## src/rtl/qcap_pkg.sv

```systemverilog
package qcap_pkg;
   typedef enum logic [1:0] {
      S_IDLE = 2'd0,
      S_WAIT = 2'd1,
      S_FILL = 2'd2,
      S_DONE = 2'd3
   } qcap_state_e;
endpackage

```

## src/rtl/qcap_ctrl.sv

```systemverilog
module qcap_ctrl
   import qcap_pkg::*;
#(
   parameter int DEPTH     = 16,
   parameter int TS_W      = 8,
   parameter bit SAT_STAMP = 1'b1,
   localparam int AW = $clog2(DEPTH),
   localparam int LW = $clog2(AW + 1)
) (
   input  logic            clk,
   input  logic            rst_n,
   input  logic            arm,
   input  logic [LW-1:0]   win_log2,
   input  logic            qual_en,
   input  logic            trig,
   input  logic            qual,
   output logic            we,
   output logic [AW-1:0]   waddr,
   output logic            stamp_we,
   output logic [AW-1:0]   stamp_idx,
   output logic [TS_W-1:0] stamp_val,
   output logic            armed,
   output logic            done
);
   qcap_state_e     state;
   logic [AW-1:0]   wptr;
   logic [TS_W-1:0] cyc, cyc_nxt;
   logic [LW-1:0]   wl_q, wl_in, shamt;
   logic            qen_q;
   logic [AW-1:0]   wmask;
   logic            accept, open_win, last_in_win, last_all;

   assign wl_in       = (win_log2 > LW'(AW)) ? LW'(AW) : win_log2;
   assign shamt       = LW'(AW) - wl_q;
   assign wmask       = AW'(DEPTH - 1) >> wl_q;
   assign accept      = !arm && (state == S_WAIT) && trig;
   assign open_win    = (state == S_FILL) || accept;
   assign we          = !arm && open_win && (!qen_q || qual);
   assign last_in_win = (wptr & wmask) == wmask;
   assign last_all    = wptr == AW'(DEPTH - 1);

   assign waddr     = wptr;
   assign stamp_we  = accept;
   assign stamp_idx = wptr >> shamt;
   assign stamp_val = cyc;
   assign armed     = (state == S_WAIT) || (state == S_FILL);
   assign done      = state == S_DONE;

   generate
      if (SAT_STAMP) begin : g_sat
         assign cyc_nxt = (&cyc) ? cyc : cyc + 1'b1;
      end else begin : g_wrap
         assign cyc_nxt = cyc + 1'b1;
      end
   endgenerate

   always_ff @(posedge clk) begin
      if (!rst_n) begin
         state <= S_IDLE;
         wptr  <= '0;
         cyc   <= '0;
         wl_q  <= '0;
         qen_q <= 1'b0;
      end else if (arm) begin
         state <= S_WAIT;
         wptr  <= '0;
         cyc   <= '0;
         wl_q  <= wl_in;
         qen_q <= qual_en;
      end else if (armed) begin
         cyc <= cyc_nxt;
         if (we) wptr <= wptr + 1'b1;
         if (we && last_in_win) state <= last_all ? S_DONE : S_WAIT;
         else if (accept)       state <= S_FILL;
      end
   end

   a_r5_qual_gate: assert property (@(posedge clk) disable iff (!rst_n)
      (we && qen_q) |-> qual);
   a_r3_window_start: assert property (@(posedge clk) disable iff (!rst_n)
      accept |-> ((wptr & wmask) == '0));
   a_r7_done_after_last: assert property (@(posedge clk) disable iff (!rst_n)
      $rose(done) |-> ($past(we) && $past(wptr) == AW'(DEPTH - 1)));
   a_r7_frozen: assert property (@(posedge clk) disable iff (!rst_n)
      (done && !arm) |=> $stable(wptr));
   a_r6_fill_no_stamp: assert property (@(posedge clk) disable iff (!rst_n)
      (state == S_FILL) |-> !stamp_we);
endmodule

```

## src/rtl/qcap_store.sv

```systemverilog
module qcap_store #(
   parameter int DATA_W = 8,
   parameter int DEPTH  = 16,
   localparam int AW = $clog2(DEPTH)
) (
   input  logic              clk,
   input  logic              rst_n,
   input  logic              we,
   input  logic [AW-1:0]     waddr,
   input  logic [DATA_W-1:0] wdata,
   input  logic              rd_en,
   input  logic [AW-1:0]     raddr,
   output logic [DATA_W-1:0] rdata
);
   logic [DATA_W-1:0] mem [DEPTH];

   always_ff @(posedge clk) begin
      if (we) mem[waddr] <= wdata;
   end

   always_ff @(posedge clk) begin
      if (!rst_n)     rdata <= '0;
      else if (rd_en) rdata <= mem[raddr];
      else            rdata <= '0;
   end

   a_r8_blank_when_armed: assert property (@(posedge clk) disable iff (!rst_n)
      !rd_en |=> (rdata == '0));
endmodule

```

## src/rtl/qcap_stamps.sv

```systemverilog
module qcap_stamps #(
   parameter int DEPTH = 16,
   parameter int TS_W  = 8,
   localparam int AW = $clog2(DEPTH)
) (
   input  logic            clk,
   input  logic            rst_n,
   input  logic            we,
   input  logic [AW-1:0]   widx,
   input  logic [TS_W-1:0] wval,
   input  logic            rd_en,
   input  logic [AW-1:0]   ridx,
   output logic [TS_W-1:0] rdata
);
   logic [TS_W-1:0] slot [DEPTH];

   always_ff @(posedge clk) begin
      if (!rst_n) begin
         for (int i = 0; i < DEPTH; i++) slot[i] <= '0;
      end else if (we) begin
         slot[widx] <= wval;
      end
   end

   always_ff @(posedge clk) begin
      if (!rst_n)     rdata <= '0;
      else if (rd_en) rdata <= slot[ridx];
      else            rdata <= '0;
   end

   a_r9_blank_when_armed: assert property (@(posedge clk) disable iff (!rst_n)
      !rd_en |=> (rdata == '0));
endmodule

```

## src/rtl/qcap_buffer.sv

```systemverilog
module qcap_buffer #(
   parameter int DATA_W    = 8,
   parameter int DEPTH     = 16,
   parameter int TS_W      = 8,
   parameter bit SAT_STAMP = 1'b1,
   localparam int AW = $clog2(DEPTH),
   localparam int LW = $clog2(AW + 1)
) (
   input  logic              clk,
   input  logic              rst_n,
   input  logic              arm,
   input  logic [LW-1:0]     win_log2,
   input  logic              qual_en,
   input  logic              trig,
   input  logic              qual,
   input  logic [DATA_W-1:0] din,
   input  logic [AW-1:0]     rd_addr,
   output logic [DATA_W-1:0] rd_data,
   input  logic [AW-1:0]     ts_idx,
   output logic [TS_W-1:0]   ts_data,
   output logic              armed,
   output logic              done
);
   generate
      if (DEPTH < 16 || (DEPTH & (DEPTH - 1)) != 0) begin : g_bad_depth
         $error("qcap_buffer: DEPTH must be a power of two of at least 16");
      end
      if (DATA_W < 1 || TS_W < 1) begin : g_bad_width
         $error("qcap_buffer: DATA_W and TS_W must be positive");
      end
   endgenerate

   logic            we, stamp_we;
   logic [AW-1:0]   waddr, stamp_idx;
   logic [TS_W-1:0] stamp_val;

   qcap_ctrl #(.DEPTH(DEPTH), .TS_W(TS_W), .SAT_STAMP(SAT_STAMP)) ctrl_i (
      .clk(clk), .rst_n(rst_n), .arm(arm), .win_log2(win_log2),
      .qual_en(qual_en), .trig(trig), .qual(qual),
      .we(we), .waddr(waddr),
      .stamp_we(stamp_we), .stamp_idx(stamp_idx), .stamp_val(stamp_val),
      .armed(armed), .done(done)
   );

   qcap_store #(.DATA_W(DATA_W), .DEPTH(DEPTH)) store_i (
      .clk(clk), .rst_n(rst_n), .we(we), .waddr(waddr), .wdata(din),
      .rd_en(!armed), .raddr(rd_addr), .rdata(rd_data)
   );

   qcap_stamps #(.DEPTH(DEPTH), .TS_W(TS_W)) stamps_i (
      .clk(clk), .rst_n(rst_n), .we(stamp_we), .widx(stamp_idx),
      .wval(stamp_val), .rd_en(!armed), .ridx(ts_idx), .rdata(ts_data)
   );

   a_r1_armed_xor_done: assert property (@(posedge clk) disable iff (!rst_n)
      !(armed && done));
   a_r1_arm_starts: assert property (@(posedge clk) disable iff (!rst_n)
      arm |=> (armed && !done));
endmodule

```

## config.mk

```make
export PLATFORM = sky130hd
export DESIGN_NAME = qcap_buffer
export DESIGN_NICKNAME = d
export VERILOG_FILES = /design/src/rtl/qcap_pkg.sv /design/src/rtl/qcap_ctrl.sv /design/src/rtl/qcap_store.sv /design/src/rtl/qcap_stamps.sv /design/src/rtl/qcap_buffer.sv
export SDC_FILE = /design/constraint.sdc
export NUM_CORES = 1
export LEC_CHECK = 0
export BUFFER_PORTS_ARGS = -buffer_cell sky130_fd_sc_hd__buf_2
export CORE_ASPECT_RATIO = 0.5
export CORE_MARGIN = 2
export CORE_UTILIZATION = 67
export DETAILED_ROUTE_END_ITERATION = 10
export PLACE_DENSITY = 0.85
export SLEW_MARGIN = 20
export SYNTH_ARGS = -nofsm -noshare
export SYNTH_HDL_FRONTEND = slang
export SYNTH_SLANG_ARGS = --single-unit
```

## constraint.sdc

```tcl
create_clock -name clk -period 7.4 [get_ports clk]
set_input_delay 1.85 -clock clk [delete_from_list [all_inputs] [get_ports clk]]
set_output_delay 1.85 -clock clk [all_outputs]
set_load 0.1 [all_outputs]
```

### After elaboration in Yosys (flattened, before gate mapping)

Memory sizes are Yosys's and may differ from the RTL's. A register that Yosys moved wholly into a read port is not among the register bits.
Index checks and enable logic that the tools add are counted.

* register bits: 18
* RAM bits: 256
* input bits: 25
* logic and storage cells: 58
* memories: 2

Memories
* stamps_i.slot: words 16, bits a word 8, read ports 1, clocked after memory_dff 1, write ports 16, RTL line qcap_stamps.sv:15 `logic [TS_W-1:0] slot [DEPTH];`
* store_i.mem: words 16, bits a word 8, read ports 1, clocked after memory_dff 1, write ports 1, RTL line qcap_store.sv:15 `logic [DATA_W-1:0] mem [DEPTH];`

* add/subtract/negate cells: 3
* order comparisons: 1
* eq/ne operators: 5
* shift-type cells: 2
* mux-type cells: 15
* bitwise logic cells: 3
* reduce and logical (&&, ||, !) cells: 21

Operators with widths (count)
* two-way mux 1 bit: 9
* adder 8 x 1 -> 8 bit, second input constant: 1
* two-way mux 8 bit: 1
* AND reduction 2 bit: 4
* AND reduction 8 bit: 1
* OR reduction 8 bit: 1
* two-way mux 2 bit: 3
* logical AND 1 bit: 5
* adder 4 x 1 -> 4 bit, second input constant: 1
* bitwise AND 4 bit: 1
* == test 2 bit, second input constant: 2
* == test 4 bit: 1
* == test 4 bit, second input constant: 1
* two-way mux 4 bit: 1
* nonzero test 2 bit: 2
* OR reduction 2 bit: 2
* >> shifter 4 x 3 -> 4 bit: 1
* >> shifter 4 x 3 -> 4 bit, first input constant: 1
* greater-than comparator 3 bit, second input constant: 1
* logical OR 1 bit: 3
* two-way mux 3 bit: 1
* nonzero test 3 bit: 1
* subtractor 3 bit, first input constant: 1
* == test 2 x 1 -> 1 bit, second input constant: 1
* 2 further kinds: 4

### Longest topological paths before layout

Gate-level depths: netlist of the first run.

* depth after elaboration: 10
* mapped depth: 9
* depth with buffers taken out: 7

### Hierarchy

Synthesis of the first run repeated with hierarchy kept, for this count alone.

* cells, all modules: 814
* area, all modules: 12456.9 um2

By module, submodules not included
* qcap_stamps: times used 1, cells each 442, area an instance 6242.2 um2, sequential area each 4003.8 um2
* qcap_store: times used 1, cells each 250, area an instance 5186.2 um2, sequential area each 4003.8 um2
* qcap_ctrl: times used 1, cells each 121, area an instance 1024.7 um2, sequential area each 360.3 um2
* qcap_buffer: times used 1, cells each 1, area an instance 3.8 um2, sequential area each 0.0 um2

### Worst setup path after synthesis of the first run

OpenSTA, ideal clock, no wires.

* path type: input -> register
* from: in rst_n
* to: mem stamps_i.slot[6][0] (enable)
* arrival time: 3.273 ns
* data required time: 7.016 ns
* path slack: 3.743 ns
* stages: 5
* buffers on the path: 2
* cells stage by stage: buf_2 > and4b_1 > buf_2 > o2111ai_2 > o21ai_0

RTL lines
* start: declaration: RTL line qcap_buffer.sv:10 `input logic rst_n,`
* end: declaration: RTL line qcap_stamps.sv:15

==> qor.txt, run 1 <==
setup repair after global routing missed its margin: no
final weighted congestion in routability-driven placement: 0.857
Total Power Consumption: 0.00334 W
WL met2: 13200 um
# H-tree levels: 1
final hold slack: 0.527 ns
starting density of the core: 0.684
share of async-settable or async-resettable flops after synthesis: 0
clk buf depth: 3
Worst path max stage delay: 0.93 ns
Routed Antenna Nets: 0
Clock Latency Late Sink: 0.53 ns
syn_nets: 875
nature of the critical path endpoint: flop
Global Route Usage Sum: 0.288
first-pass GRT wire length: 42300 um
die height: 101 um
First DRT Iteration DRCs: 782
setup repair bufs after CTS: 0
post-synthesis cell count: 839
routed via count: 7471
slowest stage cell, crit path: sky130_fd_sc_hd__o21ai_0
DRC viols: 0
Syn Std Cell Area: 12600 sq um
n_diodes: 0
worst supply voltage drop on vdd: 162 uV
commonest non-fill, non-tap cells in the layout: sky130_fd_sc_hd__edfxtp_1, sky130_fd_sc_hd__and2_1, sky130_fd_sc_hd__mux2i_1, sky130_fd_sc_hd__nor3_1, sky130_fd_sc_hd__buf_2
Worst Max-Slew Pin Slew: 1.16 ns
Final setup viols: 0
number of synthesized flops with an enable pin: 256
share of the yosys chip area belonging to registers: 0.663
fill cell count: 1097
number of input and output port buffers inserted: 42
most common cell after layout, fill and taps aside: sky130_fd_sc_hd__edfxtp_1
relative slew slack: 0.219
number of cells on the worst hold path: 2
CTS clk-pin slew, worst paths: 0.07 ns
total leakage power: 4.77 nW
data arrival time of the critical path: 4.59 ns
total negative setup slack: 0 ns
clock root buffer: sky130_fd_sc_hd__clkbuf_16
Worst EP required: 7.55 ns
number of top-level pins: 43
Post-Synthesis Mean Instance Area: 15.0 sq um
hold violation total from the final report: 0
area taken by flip-flops and latches: 8370 sq um
area of the multi-input gates: 3940 sq um
Achievable Freq: 225 MHz
CP max FO: 14
PwrDens: 243 nW/um^2
number of max-cap violations: 0
critical path type: reg -> reg
full die area: 20000 sq um
Pre-Repair DR Iteration Count: 5
min Tclk post-route: 4.45 ns
routed wire length per instance: 24.6 um
result of the run: completed
CTS hold repair buffers: 0
growth of design area from synthesis to finish: 8.84%
count of cells along the worst register-to-register path: 7
skew final: 0.0129 ns
initial antenna violation count: 0
clock tree from TritonCTS: built
Gates resized, CTS repair: 0
cell-by-cell listing of the critical path: inv_1, ha_1, ha_1, nor2b_1, o2bb2ai_1, nand3_1, o21ai_0
synth warn: 0
width of the chip: 198 um
Startpoint Class: flop
Period Utilization, post-route: 0.601
total length of routed met3 wires: 2310 um
drt total wl: 28000 um
count of final max-slew check failures: 0
min-delay worst type: reg -> reg
placeable core area: 18400 sq um
clock buffers created by TritonCTS: 25
Row Count: 35
clock sink count: 290
final-stage net count: 895
sum of routed wire segments on met1: 11600 um
number of global-route vias before repair: 7241
half-perimeter wire length after placement: 18300 um
uppermost layer routed: met4
vias per cell: 6.57
post-route core utilization: 0.745
share of layout cells above drive strength 1: 0.151
library cells used by synthesis: 55
total global routing overflow: 0
largest net degree at the start of global routing: 60
most frequent CP cell: sky130_fd_sc_hd__ha_1
commonest register cell after synthesis: sky130_fd_sc_hd__edfxtp_1
number of storage elements in the synthesis netlist: 290
path summary, 6_finish.rpt:
| kind | slack [ns] | startpoint | to |
|---|---|---|---|
| max | 2.95 | ctrl_i.wl_q[0] | stamps_i.slot[3][2] |
| min | 0.53 | ctrl_i.wl_q[2] | ctrl_i.wl_q[2] |
| max reg2reg | 2.95 | ctrl_i.wl_q[0] | stamps_i.slot[3][2] |
| min reg2reg | 0.53 | ctrl_i.wl_q[2] | ctrl_i.wl_q[2] |
critical path: cells and delay by family (launching register included):
family / cells / cell delay (ns)
AO/OA/AOI/OAI: 2 / 1.24
AND/OR/NAND/NOR: 2 / 1.06
adder cells (fa/ha/maj): 2 / 0.99
flip-flops: 1 / 0.64
buffers and inverters: 1 / 0.13
synth_stat cells (all sizes together), types with 18 or more instances:
library cell / count / share of area
dfxtp: 34 / 0.054
nand2: 18 / 0.0056
mux4: 30 / 0.054
nor3: 48 / 0.019
mux2i: 75 / 0.060
clkbuf: 28 / 0.0083
edfxtp: 256 / 0.61
inv: 18 / 0.0054
buf: 27 / 0.011
a22oi: 30 / 0.018
and2: 93 / 0.046
nor2: 22 / 0.0065
routing by layer:
metal / vias up / track usage
met1: 3770 / 0.412
met5: - / 0
met4: 0 / 0.0983
li1: 3261 / -
met2: 379 / 0.459
met3: 61 / 0.0498
cell families (layout without fill, tap and decap cells):
kind of cell,Yosys count,in the layout,share of synthesized area
compound gates,103,103,0.0665
xor+xnor,4,4,0.00278
fa+ha+maj,11,11,0.0109
buf+inv,73,112,0.0243
flops,290,290,0.663
mux,108,108,0.116
simple gates,250,250,0.116
power by group:
group	internal [W]	total, W	switching (W)
Sequential	0.00182	0.00184	0.0000211
Combinational	0.0000737	0.000249	0.000176
Clock	0.000681	0.00125	0.000571
state kept, by name (all words and copies together) (netlist names):
register and flops:
ctrl_i.qen_q 1, ctrl_i.stamp_val 8, ctrl_i.state 2, ctrl_i.waddr 4
ctrl_i.wl_q 3, stamps_i.rdata 8, stamps_i.slot 128, store_i.mem 128
store_i.rdata 8
metrics by stage:
stage          setup WS [ns]  instance area [sq um]  std cells
3_5_place_dp            2.82                  13000       1091
4_1_cts                 3.01                  13700       1137
6_report                2.95                  13700       1137
2_1_floorplan           3.74                  12600        839
3_3_place_gp            3.01                  13000       1091
5_1_grt                 2.68                  13700       1137
area by class of cell:
cell class              instances  area share
clock buffers                  34      0.0495
inverters                      18     0.00492
multi-input cells             476       0.287
flip-flops and latches        290       0.609
repair buffers                 48      0.0188
clock inverters                12     0.00656
well taps                     259      0.0236
No activity file was read; power rests on OpenSTA's default activity.
==> run 2, diff against run 1 <==
--- a/config.mk
+++ b/config.mk
@@ -5,12 +5,13 @@
 export SDC_FILE = /design/constraint.sdc
 export NUM_CORES = 1
 export LEC_CHECK = 0
+export ABC_AREA = 1
 export BUFFER_PORTS_ARGS = -buffer_cell sky130_fd_sc_hd__buf_2
 export CORE_ASPECT_RATIO = 0.5
 export CORE_MARGIN = 2
-export CORE_UTILIZATION = 67
+export CORE_UTILIZATION = 56
 export DETAILED_ROUTE_END_ITERATION = 10
-export PLACE_DENSITY = 0.85
+export PLACE_DENSITY = 0.76
 export SLEW_MARGIN = 20
 export SYNTH_ARGS = -nofsm -noshare
 export SYNTH_HDL_FRONTEND = slang
==> constraint.sdc (replaced) <==
create_clock -name clk -period 3.8 [get_ports clk]
set_input_delay 0.95 -clock clk [delete_from_list [all_inputs] [get_ports clk]]
set_output_delay 0.95 -clock clk [all_outputs]
set_load 0.1 [all_outputs]
==> run 2 against run 1 <==
Against the previous run:
- flip-flop and latch count is the same
- clock skew is essentially flat
- cell area shrank 0.74%
- first-iteration DRC count grew 33%
- combinational power grew 100%
- largest cell class unchanged
==> qor.txt, run 2 <==
width of the chip: 215 um (was 198 um)
first-pass GRT wire length: 43900 um (was 42300 um)
proportion of power drawn by the clock network: 0.367 (was 0.375)
relative slew slack: 0.318 (was 0.219)
CTS clk-pin slew, worst paths: 0.07 ns (about the same)
Routed Antenna Nets: 0 (unchanged)
clock root buffer: sky130_fd_sc_hd__clkbuf_16 (unchanged)
hold violation total from the final report: 0 (unchanged)
Clock Latency Late Sink: 0.53 ns (about the same)
initial antenna violation count: 1 (was 0)
number of max-cap violations: 0 (unchanged)
DRC viols: 0 (unchanged)
number of instances in the placed design: 1507 (was 1091)
synth warn: 0 (unchanged)
share of layout cells above drive strength 1: 0.0913 (was 0.151)
clock tree from TritonCTS: built (unchanged)
share of async-settable or async-resettable flops after synthesis: 0 (unchanged)
FF-to-FF setup slack: 0.87 ns (was 2.95 ns)
syn_nets: 1255 (was 875)
data arrival time of the critical path: 3.12 ns (was 4.59 ns)
CTS hold repair buffers: 0 (unchanged)
vias per cell: 5.73 (was 6.57)
clock buffers created by TritonCTS: 25 (unchanged)
Period Utilization, post-route: 0.771 (was 0.601)
routed via count: 8879 (was 7471)
final weighted congestion in routability-driven placement: 0.895 (was 0.857)
standard cell area after detailed placement: 12900 sq um (was 13000 sq um)
total global routing overflow: 0 (unchanged)
routed wire length per instance: 18.4 um (was 24.6 um)
Row Count: 38 (was 35)
Syn Std Cell Area: 12500 sq um (was 12600 sq um)
total leakage power: 4.89 nW (was 4.77 nW)
Post-Layout Cell Count: 1549 (was 1137)
Pre-Repair DR Iteration Count: 6 (was 5)
starting density of the core: 0.574 (was 0.684)
Total Power Consumption: 0.00640 W (was 0.00334 W)
Worst Max-Slew Pin Slew: 1.02 ns (was 1.16 ns)
Final setup viols: 0 (unchanged)
number of storage elements in the synthesis netlist: 290 (unchanged)
proportion of total power due to net switching: 0.233 (was 0.230)
post-synthesis cell count: 1219 (was 839)
# H-tree levels: 1 (unchanged)
full die area: 23600 sq um (was 20000 sq um)
cell types with the largest area share after synthesis: sky130_fd_sc_hd__edfxtp_1, sky130_fd_sc_hd__nor2_1, sky130_fd_sc_hd__dfxtp_1 (was sky130_fd_sc_hd__edfxtp_1, sky130_fd_sc_hd__mux2i_1, sky130_fd_sc_hd__dfxtp_1)
die height: 110 um (was 101 um)
largest net degree at the start of global routing: 67 (was 60)
CP max FO: 9 (was 14)
number of global-route vias before repair: 8448 (was 7241)
Global Route Usage Sum: 0.244 (was 0.288)
half-perimeter wire length after placement: 18200 um (was 18300 um)
clock sink count: 290 (unchanged)
Achievable Freq: 341 MHz (was 225 MHz)
growth of design area from synthesis to finish: 8.83% (was 8.84%)
number of top-level pins: 43 (unchanged)
skew final: 0.0125 ns (was 0.0129 ns)
nature of the critical path endpoint: flop (unchanged)
worst supply voltage drop on vdd: 333 uV (was 162 uV)
clk buf depth: 3 (unchanged)
commonest non-fill, non-tap cells in the layout: sky130_fd_sc_hd__nor2_1, sky130_fd_sc_hd__edfxtp_1, sky130_fd_sc_hd__nand2_1, sky130_fd_sc_hd__o21ai_0, sky130_fd_sc_hd__nand3_1 (was sky130_fd_sc_hd__edfxtp_1, sky130_fd_sc_hd__and2_1, sky130_fd_sc_hd__mux2i_1, sky130_fd_sc_hd__nor3_1, sky130_fd_sc_hd__buf_2)
setup repair bufs after CTS: 0 (unchanged)
power share of the sequential group: 0.555 (was 0.551)
Switch Pwr: 0.00149 W (was 0.000768 W)
count of final max-slew check failures: 0 (unchanged)
setup repair after global routing missed its margin: no (unchanged)
library cells used by synthesis: 30 (was 55)
registers with the highest flip-flop counts: stamps_i.slot x128, store_i.mem x128 (unchanged)
total negative setup slack: 0 ns (unchanged)
Startpoint Class: flop (unchanged)
result of the run: completed (unchanged)
most common cell after layout, fill and taps aside: sky130_fd_sc_hd__nor2_1 (was sky130_fd_sc_hd__edfxtp_1)
number of input and output port buffers inserted: 42 (unchanged)
Gates resized, CTS repair: 0 (unchanged)
share of the yosys chip area belonging to registers: 0.668 (was 0.663)
placeable core area: 21800 sq um (was 18400 sq um)
n_diodes: 0 (unchanged)
fraction of power consumed by combinational cells: 0.078 (was 0.075)
Worst EP required: 3.99 ns (was 7.55 ns)
final-stage net count: 1270 (was 895)
most instantiated library cell after synthesis: sky130_fd_sc_hd__nor2_1 (was sky130_fd_sc_hd__edfxtp_1)
min Tclk post-route: 2.93 ns (was 4.45 ns)
drt total wl: 28500 um (was 28000 um)
area share of the largest cell type after synthesis: 0.614 (was 0.609)
number of synthesized flops with an enable pin: 256 (unchanged)
commonest register cell after synthesis: sky130_fd_sc_hd__edfxtp_1 (unchanged)
biggest area consumer among synthesized cells: sky130_fd_sc_hd__edfxtp_1 (unchanged)
internal power component: 0.00491 W (was 0.00257 W)
critical path type: reg -> reg (unchanged)
min-delay worst type: reg -> reg (unchanged)
fin area: 13600 sq um (was 13700 sq um)
most frequent cells after synthesis: sky130_fd_sc_hd__nor2_1, sky130_fd_sc_hd__edfxtp_1, sky130_fd_sc_hd__nand2_1, sky130_fd_sc_hd__o21ai_0, sky130_fd_sc_hd__nand3_1 (was sky130_fd_sc_hd__edfxtp_1, sky130_fd_sc_hd__and2_1, sky130_fd_sc_hd__mux2i_1, sky130_fd_sc_hd__nor3_1, sky130_fd_sc_hd__dfxtp_1)
First DRT Iteration DRCs: 1042 (was 782)
PwrDens: 470 nW/um^2 (was 243 nW/um^2)
Post-Synthesis Mean Instance Area: 10.3 sq um (was 15.0 sq um)
==> run 2: changes by cell type after synthesis, sizes merged, moves of 30 or more <==
| cell | previous run | this run |
|---|---|---|
| nor3 | 48 | 5 |
| nor2 | 22 | 379 |
| o21ai | 15 | 117 |
| nand2 | 18 | 163 |
| mux4 | 30 | 0 |
| a22oi | 30 | 0 |
| mux2i | 75 | 0 |
| nand3 | 13 | 105 |
| and2 | 93 | 1 |
==> run 2: power groups by stage <==
stage	registers (W)	logic, W	clock network, W
finish	0.00355	0.000501	0.00235
global route	0.00356	0.000543	0.00247
CTS	0.00355	0.000497	0.00235
detailed placement	0.00362	0.000494	0
global placement	0.00362	0.000484	0
floorplan	0.00371	0.000265	0
==> run 2: cells by family (layout without fill, tap and decap cells) <==
family | after synthesis | in the layout | synth area share
flip-flops | 290 | 290 | 0.668
AO/OA/AOI/OAI | 155 | 155 | 0.0651
buffers and inverters | 106 | 136 | 0.0342
XOR/XNOR | 1 | 1 | 0.000699
adder cells (fa/ha/maj) | 11 | 11 | 0.0110
AND/OR/NAND/NOR | 656 | 656 | 0.221
==> run 2: metal layers <==
layer	vias to the layer above	global-route usage	part of all wire
met2	447	0.435	0.49
met3	86	0.0451	0.084
met4	2	0.100	0.034
li1	4170	-	-
met5	-	0	0.00039
met1	4174	0.299	0.39
==> run 2: critical path: stages, from the launching register on <==
cell,delay (ns)
sky130_fd_sc_hd__dfxtp_1,0.45
sky130_fd_sc_hd__inv_2,0.10
sky130_fd_sc_hd__ha_1,0.21
sky130_fd_sc_hd__ha_1,0.30
sky130_fd_sc_hd__inv_1,0.05
sky130_fd_sc_hd__nor2_2,0.11
sky130_fd_sc_hd__o21ai_0,0.13
sky130_fd_sc_hd__o22ai_2,0.27
sky130_fd_sc_hd__and2_1,0.51
sky130_fd_sc_hd__nand2_4,0.15
sky130_fd_sc_hd__nand2_1,0.30
==> run 2: final timing paths <==
path	start	endpoint	cells past startpoint
setup / recovery	ctrl_i.wl_q[0]	stamps_i.slot[14][7]	10
hold reg to reg	ctrl_i.qen_q	ctrl_i.qen_q	2
setup reg to reg	ctrl_i.wl_q[0]	stamps_i.slot[14][7]	10
hold / removal	ctrl_i.qen_q	ctrl_i.qen_q	2
==> run 2: layout make-up <==
cell class	count	area (sq um)
sequential	290	8370
fill	1695	8190
inverter	44	165
timing repair buffer	50	270
clock inverter	11	75.1
tap	300	375
multi-input combinational	823	3730
clock buffer	31	648
==> run 2: through the flow <==
step	hold slack [ns]	util	worst slack, ns
final	0.460	0.625	0.870
after global routing	0.495	0.625	0.623
after CTS	0.466	0.625	0.860
after detailed placement	0.456	0.591	0.774
after global placement	0.445	0.591	0.798
after floorplan	0.429	-	1.30
